File: config.mk
export PLATFORM = sky130hd
export DESIGN_NAME = gpio_port_irq
export DESIGN_NICKNAME = d
export VERILOG_FILES = /design/src/rtl/gpio_pkg.sv /design/src/rtl/gpio_sync.sv /design/src/rtl/gpio_setclr.sv /design/src/rtl/gpio_latch.sv /design/src/rtl/gpio_irq.sv /design/src/rtl/gpio_port_irq.sv
export SDC_FILE = /design/constraint.sdc
export NUM_CORES = 1
export LEC_CHECK = 0
export ABC_CLOCK_PERIOD_IN_PS = 5030
export BUFFER_PORTS_ARGS = -buffer_cell sky130_fd_sc_hd__buf_2
export CORE_UTILIZATION = 60
export CTS_CLUSTER_SIZE = 14
export DETAILED_ROUTE_END_ITERATION = 10
export PLACE_DENSITY = 0.86
export SLEW_MARGIN = 10
export SYNTH_ARGS = -nofsm -noshare
export SYNTH_HDL_FRONTEND = slang
export SYNTH_SLANG_ARGS = --single-unit
File: constraint.sdc
create_clock -name clk -period 5.03 [get_ports clk]
set_clock_uncertainty 0.2 [all_clocks]
set_input_delay 1.2575 -clock clk [delete_from_list [all_inputs] [get_ports clk]]
set_output_delay 1.2575 -clock clk [all_outputs]
set_load 0.01 [all_outputs]
File: src/rtl/gpio_pkg.sv
package gpio_pkg;
  localparam int unsigned BUS_AW   = 12;
  localparam int unsigned BUS_DW   = 32;
  localparam int unsigned LANE_W   = 8;
  localparam int unsigned NPAIRS   = 5;
  localparam int unsigned PAIR_OE   = 0;
  localparam int unsigned PAIR_ALT  = 1;
  localparam int unsigned PAIR_EN   = 2;
  localparam int unsigned PAIR_TYPE = 3;
  localparam int unsigned PAIR_POL  = 4;

  localparam logic [BUS_AW-1:0] A_DATA  = 12'h000;
  localparam logic [BUS_AW-1:0] A_LATCH = 12'h004;
  localparam logic [BUS_AW-1:0] A_PAIR0 = 12'h010;
  localparam logic [BUS_AW-1:0] A_STAT  = 12'h038;

  // word index of a set (clr=0) or clear (clr=1) address of pair idx
  function automatic logic [BUS_AW-3:0] pair_word(int unsigned idx, bit clr);
    logic [BUS_AW-1:0] a;
    a = A_PAIR0 + BUS_AW'(idx * 8) + (clr ? BUS_AW'(4) : BUS_AW'(0));
    return a[BUS_AW-1:2];
  endfunction
endpackage

File: src/rtl/gpio_sync.sv
module gpio_sync #(
  parameter int unsigned W = 16
) (
  input  logic         clk,
  input  logic         rst_n,
  input  logic [W-1:0] raw,
  output logic [W-1:0] sync,
  output logic [W-1:0] prev
);
  logic [W-1:0] meta;

  always_ff @(posedge clk or negedge rst_n) begin
    if (!rst_n) begin
      meta <= '0;
      sync <= '0;
      prev <= '0;
    end else begin
      meta <= raw;
      sync <= meta;
      prev <= sync;
    end
  end
endmodule

File: src/rtl/gpio_setclr.sv
module gpio_setclr #(
  parameter int unsigned W   = 16,
  parameter logic [W-1:0] RST = '0
) (
  input  logic         clk,
  input  logic         rst_n,
  input  logic         set_we,
  input  logic         clr_we,
  input  logic [W-1:0] wdata,
  output logic [W-1:0] q
);
  logic [W-1:0] set_m, clr_m;

  assign set_m = set_we ? wdata : '0;
  assign clr_m = clr_we ? wdata : '0;

  always_ff @(posedge clk or negedge rst_n) begin
    if (!rst_n) q <= RST;
    else        q <= (q | set_m) & ~clr_m;
  end
endmodule

File: src/rtl/gpio_latch.sv
module gpio_latch #(
  parameter int unsigned W     = 16,
  parameter int unsigned LANES = 2,
  parameter int unsigned LW    = 8
) (
  input  logic             clk,
  input  logic             rst_n,
  input  logic             full_we,
  input  logic [LANES-1:0] lane_we,
  input  logic [LW-1:0]    lane_mask,
  input  logic [W-1:0]     wdata,
  output logic [W-1:0]     q
);
  logic [W-1:0] nxt;

  always_comb begin
    nxt = q;
    if (full_we) nxt = wdata;
    for (int l = 0; l < LANES; l++) begin
      if (lane_we[l]) begin
        for (int b = 0; b < LW; b++) begin
          if (lane_mask[b]) nxt[l*LW+b] = wdata[l*LW+b];
        end
      end
    end
  end

  always_ff @(posedge clk or negedge rst_n) begin
    if (!rst_n) q <= '0;
    else        q <= nxt;
  end
endmodule

File: src/rtl/gpio_irq.sv
module gpio_irq #(
  parameter int unsigned W = 16
) (
  input  logic         clk,
  input  logic         rst_n,
  input  logic [W-1:0] sync,
  input  logic [W-1:0] prev,
  input  logic [W-1:0] en,
  input  logic [W-1:0] typ,
  input  logic [W-1:0] pol,
  input  logic         clr_we,
  input  logic [W-1:0] wdata,
  output logic [W-1:0] status,
  output logic [W-1:0] irq
);
  logic [W-1:0] rise, fall, edge_hit, lvl_hit, hit, clr_m;

  assign rise     = sync & ~prev;
  assign fall     = ~sync & prev;
  assign edge_hit = (pol & rise) | (~pol & fall);
  assign lvl_hit  = (pol & sync) | (~pol & ~sync);
  assign hit      = en & ((typ & edge_hit) | (~typ & lvl_hit));
  assign clr_m    = clr_we ? wdata : '0;

  // a fresh event outranks a clear in the same cycle
  always_ff @(posedge clk or negedge rst_n) begin
    if (!rst_n) status <= '0;
    else        status <= (status & ~clr_m) | hit;
  end

  assign irq = status & en;
endmodule

File: src/rtl/gpio_port_irq.sv
module gpio_port_irq
  import gpio_pkg::*;
#(
  parameter int unsigned NUM_PINS = 16
) (
  input  logic                clk,
  input  logic                rst_n,
  input  logic [BUS_AW-1:0]   bus_addr,
  input  logic                bus_wr,
  input  logic [BUS_DW-1:0]   bus_wdata,
  output logic [BUS_DW-1:0]   bus_rdata,
  input  logic [NUM_PINS-1:0] pin_in,
  output logic [NUM_PINS-1:0] pin_out,
  output logic [NUM_PINS-1:0] pin_oe,
  output logic [NUM_PINS-1:0] pin_alt,
  output logic [NUM_PINS-1:0] irq_pin,
  output logic                irq_any
);
  localparam int unsigned LANES = NUM_PINS / LANE_W;
  localparam int unsigned WORD_W = BUS_AW - 2;
  localparam int unsigned LANE_SEL_W = BUS_AW - 10;

  logic [WORD_W-1:0]     word;
  logic [LANE_SEL_W-1:0] lane_sel;
  logic [LANE_W-1:0]     win_mask;
  logic [NUM_PINS-1:0]   wd;
  logic                  unused_bits;

  assign word        = bus_addr[BUS_AW-1:2];
  assign lane_sel    = bus_addr[BUS_AW-1:10];
  assign win_mask    = bus_addr[9:2];
  assign wd          = bus_wdata[NUM_PINS-1:0];
  assign unused_bits = ^{bus_addr[1:0], bus_wdata[BUS_DW-1:NUM_PINS]};

  // ---------------- synchronizer ----------------
  logic [NUM_PINS-1:0] in_sync, in_prev;

  gpio_sync #(.W(NUM_PINS)) u_sync (
    .clk(clk), .rst_n(rst_n), .raw(pin_in), .sync(in_sync), .prev(in_prev)
  );

  // ---------------- set/clear control pairs ----------------
  logic [NUM_PINS-1:0] pair_q [NPAIRS];

  for (genvar i = 0; i < NPAIRS; i++) begin : g_pair
    localparam logic [NUM_PINS-1:0] RV = (i == PAIR_ALT) ? '1 : '0;
    logic s_we, c_we;
    assign s_we = bus_wr && (word == pair_word(i, 1'b0));
    assign c_we = bus_wr && (word == pair_word(i, 1'b1));
    gpio_setclr #(.W(NUM_PINS), .RST(RV)) u_reg (
      .clk(clk), .rst_n(rst_n), .set_we(s_we), .clr_we(c_we),
      .wdata(wd), .q(pair_q[i])
    );
  end

  assign pin_oe  = pair_q[PAIR_OE];
  assign pin_alt = pair_q[PAIR_ALT];

  // ---------------- output latch with byte windows ----------------
  logic             full_we;
  logic [LANES-1:0] lane_we;

  assign full_we = bus_wr && ((word == A_DATA[BUS_AW-1:2]) || (word == A_LATCH[BUS_AW-1:2]));

  for (genvar l = 0; l < LANES; l++) begin : g_lane
    assign lane_we[l] = bus_wr && (lane_sel == LANE_SEL_W'(l + 1));
  end

  gpio_latch #(.W(NUM_PINS), .LANES(LANES), .LW(LANE_W)) u_latch (
    .clk(clk), .rst_n(rst_n), .full_we(full_we), .lane_we(lane_we),
    .lane_mask(win_mask), .wdata(wd), .q(pin_out)
  );

  // ---------------- interrupt detection ----------------
  logic                irq_stat;
  logic [NUM_PINS-1:0] stat_q;

  assign irq_stat = bus_wr && (word == A_STAT[BUS_AW-1:2]);

  gpio_irq #(.W(NUM_PINS)) u_irq (
    .clk(clk), .rst_n(rst_n), .sync(in_sync), .prev(in_prev),
    .en(pair_q[PAIR_EN]), .typ(pair_q[PAIR_TYPE]), .pol(pair_q[PAIR_POL]),
    .clr_we(irq_stat), .wdata(wd), .status(stat_q), .irq(irq_pin)
  );

  assign irq_any = |irq_pin;

  // ---------------- read mux ----------------
  always_comb begin
    bus_rdata = '0;
    if (word == A_DATA[BUS_AW-1:2])       bus_rdata[NUM_PINS-1:0] = in_sync;
    else if (word == A_LATCH[BUS_AW-1:2]) bus_rdata[NUM_PINS-1:0] = pin_out;
    else if (word == A_STAT[BUS_AW-1:2])  bus_rdata[NUM_PINS-1:0] = stat_q;
    for (int i = 0; i < NPAIRS; i++) begin
      if (word == pair_word(i, 1'b0) || word == pair_word(i, 1'b1))
        bus_rdata[NUM_PINS-1:0] = pair_q[i];
    end
    for (int l = 0; l < LANES; l++) begin
      if (lane_sel == LANE_SEL_W'(l + 1))
        bus_rdata[l*LANE_W +: LANE_W] = in_sync[l*LANE_W +: LANE_W] & win_mask;
    end
  end
endmodule

# == Yosys cells after proc, flatten, opt, wreduce, memory -nomap -nowiden ==
# Cells that the tools add are included.
# totals
regBits,160
input_bits,63
output_inout_bits,97
wordCells,123
# op_classes
eq_ne,14
mux,40
reduce_logical,22
bitwise_logic,37
# ops
op,n
$mux W16,20
$and A16 B16 Y16,16
$not A16 Y16,10
$or A16 B16 Y16,9
$eq A10 B4 Y1 const B,7
$eq A10 B3 Y1 const B,4
$mux W8,4
$and A8 B8 Y8,2
$mux W1,16
$reduce_or A16 Y1,1
$logic_and A1 B1 Y1,14
$eq A10 B1 Y1 const B,1
$logic_not A10 Y1,1
$logic_or A1 B1 Y1,6
$eq A2 B1 Y1 const B,1
$eq A2 B2 Y1 const B,1

# == Logic depth before layout (Yosys ltp) ==
# logic_depth
word_depth,10
depth_mapped,8
mapped_depth_nobuf,5

# == Modules after synthesis ==
# A second synthesis with hierarchy kept.
# hier_totals
hier_cells,801
hier_area_um2,8525.7
# by_module_without_submodules
module,seq_area_each_um2,area_per_inst_um2,n_inst,cells_each
gpio_setclr at g_pair[0].u_reg ...,400.4,690.7,4,52
gpio_port_irq,0.0,2062.0,1,324
gpio_sync,1201.2,1201.2,1,48
gpio_irq,400.4,1087.3,1,117
gpio_setclr at g_pair[1].u_reg,420.4,710.7,1,52
gpio_latch,400.4,701.9,1,52

# == Worst setup path after synthesis ==
# Ideal clock, no wire load.
# synth_timing
path_kind,input to output
start,in bus_addr[11]
end,out bus_rdata[12]
n_path_buf,2
path_stages,7
path_slack_ns,1.165
t_required_ns,3.573
arrival_ns,2.407
path_cell_list,nor2_1 > nand3_2 > buf_4 > nor3b_4 > buf_6 > a32oi_1 > o21ai_1
# synth_between
elab_chain_len,10
elab_cells_between_ends,28
classes_between,eq/ne (13); mux (9); reduce/logical (6)
# synth_rtl
item,line_no,text
"start, declared",gpio_port_irq.sv:8,"input logic [BUS_AW-1:0] bus_addr,"
$eq A10 B4 Y1,gpio_port_irq.sv:93,else if (word == A_STAT[BUS_AW-1:2]) bus_rdata[NUM_PINS-1:0] = stat_q;
$mux W16,gpio_port_irq.sv:93,
$mux W16,gpio_port_irq.sv:92,else if (word == A_LATCH[BUS_AW-1:2]) bus_rdata[NUM_PINS-1:0] = pin_out;
$mux W16,gpio_port_irq.sv:91,if (word == A_DATA[BUS_AW-1:2]) bus_rdata[NUM_PINS-1:0] = in_sync;
$mux W16 (5 in a row),gpio_port_irq.sv:95,"if (word == pair_word(i, 1'b0) || word == pair_word(i, 1'b1))"
$mux W8 *,gpio_port_irq.sv:99,if (lane_sel == LANE_SEL_W'(l + 1))
"end, declared",gpio_port_irq.sv:11,"output logic [BUS_DW-1:0] bus_rdata,"
# Every way passes the cells marked *; elsewhere a longest branch is shown, timed or not.

# == Worst setup path in the final report ==
# layout_timing
start,in bus_addr[4]
end,out bus_rdata[3]
# layout_between
elab_chain_len,10
elab_cells_between_ends,27
classes_between,eq/ne (12); mux (9); reduce/logical (6)
# layout_rtl
item,line_no
$eq A10 B4 Y1,gpio_port_irq.sv:93
$mux W16,gpio_port_irq.sv:93
$mux W16,gpio_port_irq.sv:92
$mux W16,gpio_port_irq.sv:91
$mux W16 (4 in a row),gpio_port_irq.sv:95
$mux W16 *,gpio_port_irq.sv:95
$mux W8 *,gpio_port_irq.sv:99
# Marks and branches as above.

==> metrics.md <==
| Metric | Value |
|---|---|
| Vias | roughly 7200 |
| Fin crit period | around 4.5 ns |
| First-pass GRT wire length | about 37000 um |
| Wire per inst | approximately 21 um |
| Remaining antenna violation count | 0 |
| VDD IR max | 0.229 mV |
| Worst-margin pin slew | around 1.1 ns |
| Routability cong. | 0.880 |
| Core area | ~0.013 mm2 |
| RSZ-0062 raised after global routing | false |
| Clk sinks | 160 |
| Critical path class | in2out |
| Hold Fails Final Rpt | 0 |
| Post-Syn Instances | ~850 |
| CP endpoint kind | output pin |
| Pin count of the biggest net entering global routing | ~120 |
| Sw Pwr | a little over 0.0008 W |
| CTS max path bufs | 2 |
| # H-tree levels | 4 |
| Die Wd | ~120 um |
| Asr flop ratio synth | 100% |
| Clk pwr share | a little over two fifths |
| Cell area after synthesis | 0.00813 mm2 |
| # port buffers | between 100 and 150 |
| Max-cap violations | 0 |
| Total power | about 0.0032 W |
| CTS clk-pin slew, worst paths | roughly 0.060 ns |
| Pint | between 0.002 and 0.0025 W |
| Hold_buf cts | 0 |
| Warning count from the yosys run | 0 |
| P&R area growth vs syn | 15.3% |
| Fin. max-slew vios | 0 |
| Hold Worst Slack | approximately 0.15 ns |
| # IOs | 160 |
| CP Launch Type | input port |
| Total CTS buffers | 17 |
| Period utilization | around nine tenths |
| R2R Path End | u_irq.status[12] |
| Final WL | around 24000 um |
| Logic gate share of total power | approximately a tenth |
| Pleak | about 4.6 nW |
| Unique cell type count in the Yosys netlist | 52 |
| Sequential power share | 45.3% |
| Register area | roughly 0.0040 mm2 |
| Ratio of cells with drive above 1 in the final layout | 22.7% |
| Setup crit end | bus_rdata[3] |
| CTS tree | yes |
| 1st-iter DRT viols | between 1000 and 1500 |
| Outcome | complete, no violations |
| Multi-input logic area | about 0.0035 mm2 |
| Vias/cell | ~6.4 |
| Flop-to-flop setup slack | roughly 3.8 ns |
| Drt drc | 0 |
| Final setup fails | 0 |
| Post-DP HPWL | between 10000 and 15000 um |
| Initial Util | approximately three fifths |
| Worst reg2reg path depth | 3 |
| Arrival @ worst endpoint | roughly 3 ns |
| Setup ws final | between 0.4 and 0.5 ns |
| Resized Gates After CTS | 0 |
| CP startpoint | bus_addr[4] |
| GR Overflow Total | 0 |
| Main flop type after synthesis | dfrtp_1 |
| Post-synth EDFFs | 0 |
| Synthesized flop and latch total | 160 |
| Antenna violations before repair | 0 |
| Die ar. | roughly 0.014 mm2 |
| Final core occ | a little over two thirds |
| Setup Total Neg Slack | 0 ns |
| Fillers | a little over 1000 |
| Layout Nets | about 1000 |
| Vias in the first global route | ~7000 |
| FP Rows | 42 |
| WP data required | roughly 3.6 ns |
| GRT Resource Usage Total | 35.2% |
| Post-synthesis sequential area ratio | between 40% and 50% |
| Power Dens Cells | 339 mW/mm2 |
| Root buf cell | clkbuf_16 |
| Max-Slew Margin vs Limit | 29.8% |
| Pre-antenna DRT Iters | 8 |
| RR Startpoint | g_pair[3].u_reg.q[12] |
| Worst Hold Class | reg2reg |
| # diodes | 0 |
| Achievable Freq | approximately 0.22 GHz |
| Die Y | roughly 120 um |
| Post-CTS Setup Bufs | 0 |
| Maximum fanout along the worst path | 18 |
| Mean Syn Cell Area | between 9 and 10 um2 |
| Post-Place Worst Slack | ~0.57 ns |
| Switching Share | 26.0% |
| Clk_lat worst skew | around 0.44 ns |
-- cell usage after synthesis (11+ instances only) --
cell type,number,area [um2]
buf_2,26,130
inv_1,32,120
dfrtp_1,144,3600
nand3_1,13,65.1
mux2i_1,32,320
nor2b_1,19,119
clkbuf_1,30,113
o31ai_1,11,82.6
a22o_1,11,96.3
nand2_1,114,428
nor3_1,26,130
and2_1,19,119
o21ai_1,18,90.1
o21ai_0,12,60.1
dfstp_2,16,420
a21oi_1,122,611
a32oi_1,26,228
buf_4,23,173
mux2_1,16,180
-- flip-flops by register name, summed over array words and instances (netlist names) --
register and count:
u_irq.status 16, u_sync.prev 16, g_pair.u_reg.q 80, u_latch.q 16
u_sync.sync 16, u_sync.meta 16
-- area by class of cell --
class	count	area share, %
Clock buffer	18	4.68
Inverter	33	1.32
Sequential cell	160	42.9
Multi-Input combinational cell	578	37.7
Clock inverter	14	2.16
Tap cell	176	2.35
Timing Repair Buffer	150	8.87
-- cell usage in the layout (no fill, tap or decap), types with 17 or more instances in the layout --
cell type / n
nor3_1: 26
inv_1: 32
mux2i_1: 32
dfrtp_1: 144
and2_1: 19
a21oi_1: 122
buf_2: 124
clkbuf_16: 17
o21ai_1: 18
nor2b_1: 19
buf_4: 24
nand2_1: 114
a32oi_1: 26
-- worst max-delay path, cell delays in order --
cell and delay [ns]:
buf_2 0.27, buf_4 0.32, and2_1 0.21, buf_4 0.21
a32oi_1 0.15, nor3_1 0.24, nor3_1 0.10, o21ai_2 0.15
buf_2 0.15
-- kinds of logic (layout without fill, tap and decap cells) --
family / count (synthesis) / count (layout) / share of synthesized area, %
other: 1 / 16 / 0.0461
AOI/OAI and AO/OA: 259 / 259 / 19.9
and+or+nand+nor: 245 / 245 / 15.6
muxes: 48 / 48 / 6.15
xor gates and xnor gates: 10 / 10 / 1.08
DFF: 160 / 160 / 49.5
buffers and inverters: 122 / 215 / 7.74
-- power by group through the flow --
| stage | sequential (W) | clock, W | combinational [W] |
|---|---|---|---|
| after floorplan | 0.00145 | 0 | 0.000192 |
| after global placement | 0.00145 | 0 | 0.000321 |
| after detailed placement | 0.00146 | 0 | 0.000332 |
| after CTS | 0.00144 | 0.00141 | 0.000335 |
| after global routing | 0.00145 | 0.00146 | 0.000368 |
| final | 0.00144 | 0.00140 | 0.000339 |
-- how the worst min path moves through the flow --
stage / endpoint / cells past startpoint / startpoint / slack [ns]
floorplan: u_sync.sync[0] / 0 / u_sync.meta[0] / 0.13
global placement: u_sync.sync[9] / 0 / u_sync.meta[9] / 0.13
detailed placement: u_sync.sync[15] / 0 / u_sync.meta[15] / 0.13
CTS: u_sync.sync[1] / 0 / u_sync.meta[1] / 0.15
global route: u_sync.sync[1] / 0 / u_sync.meta[1] / 0.15
finish: u_sync.sync[8] / 0 / u_sync.meta[8] / 0.15
-- through the flow --
step	instances	instance area [um2]
3_5_place_dp	1097	8740
5_1_grt	1129	9380
3_3_place_gp	1097	8740
2_1_floorplan	860	8190
4_1_cts	1129	9380
6_report	1129	9380
-- routing by layer --
metal / global-route usage [%] / vias to the layer above / wire [um]
met1: 44.4 / 3470 / 8840
met2: 55.7 / 522 / 11400
met3: 9.22 / 97 / 2540
met5: 0 / - / 0
met4: 19.1 / 0 / 1010
li1: - / 3156 / -
No activity file was read; power rests on OpenSTA's default activity.
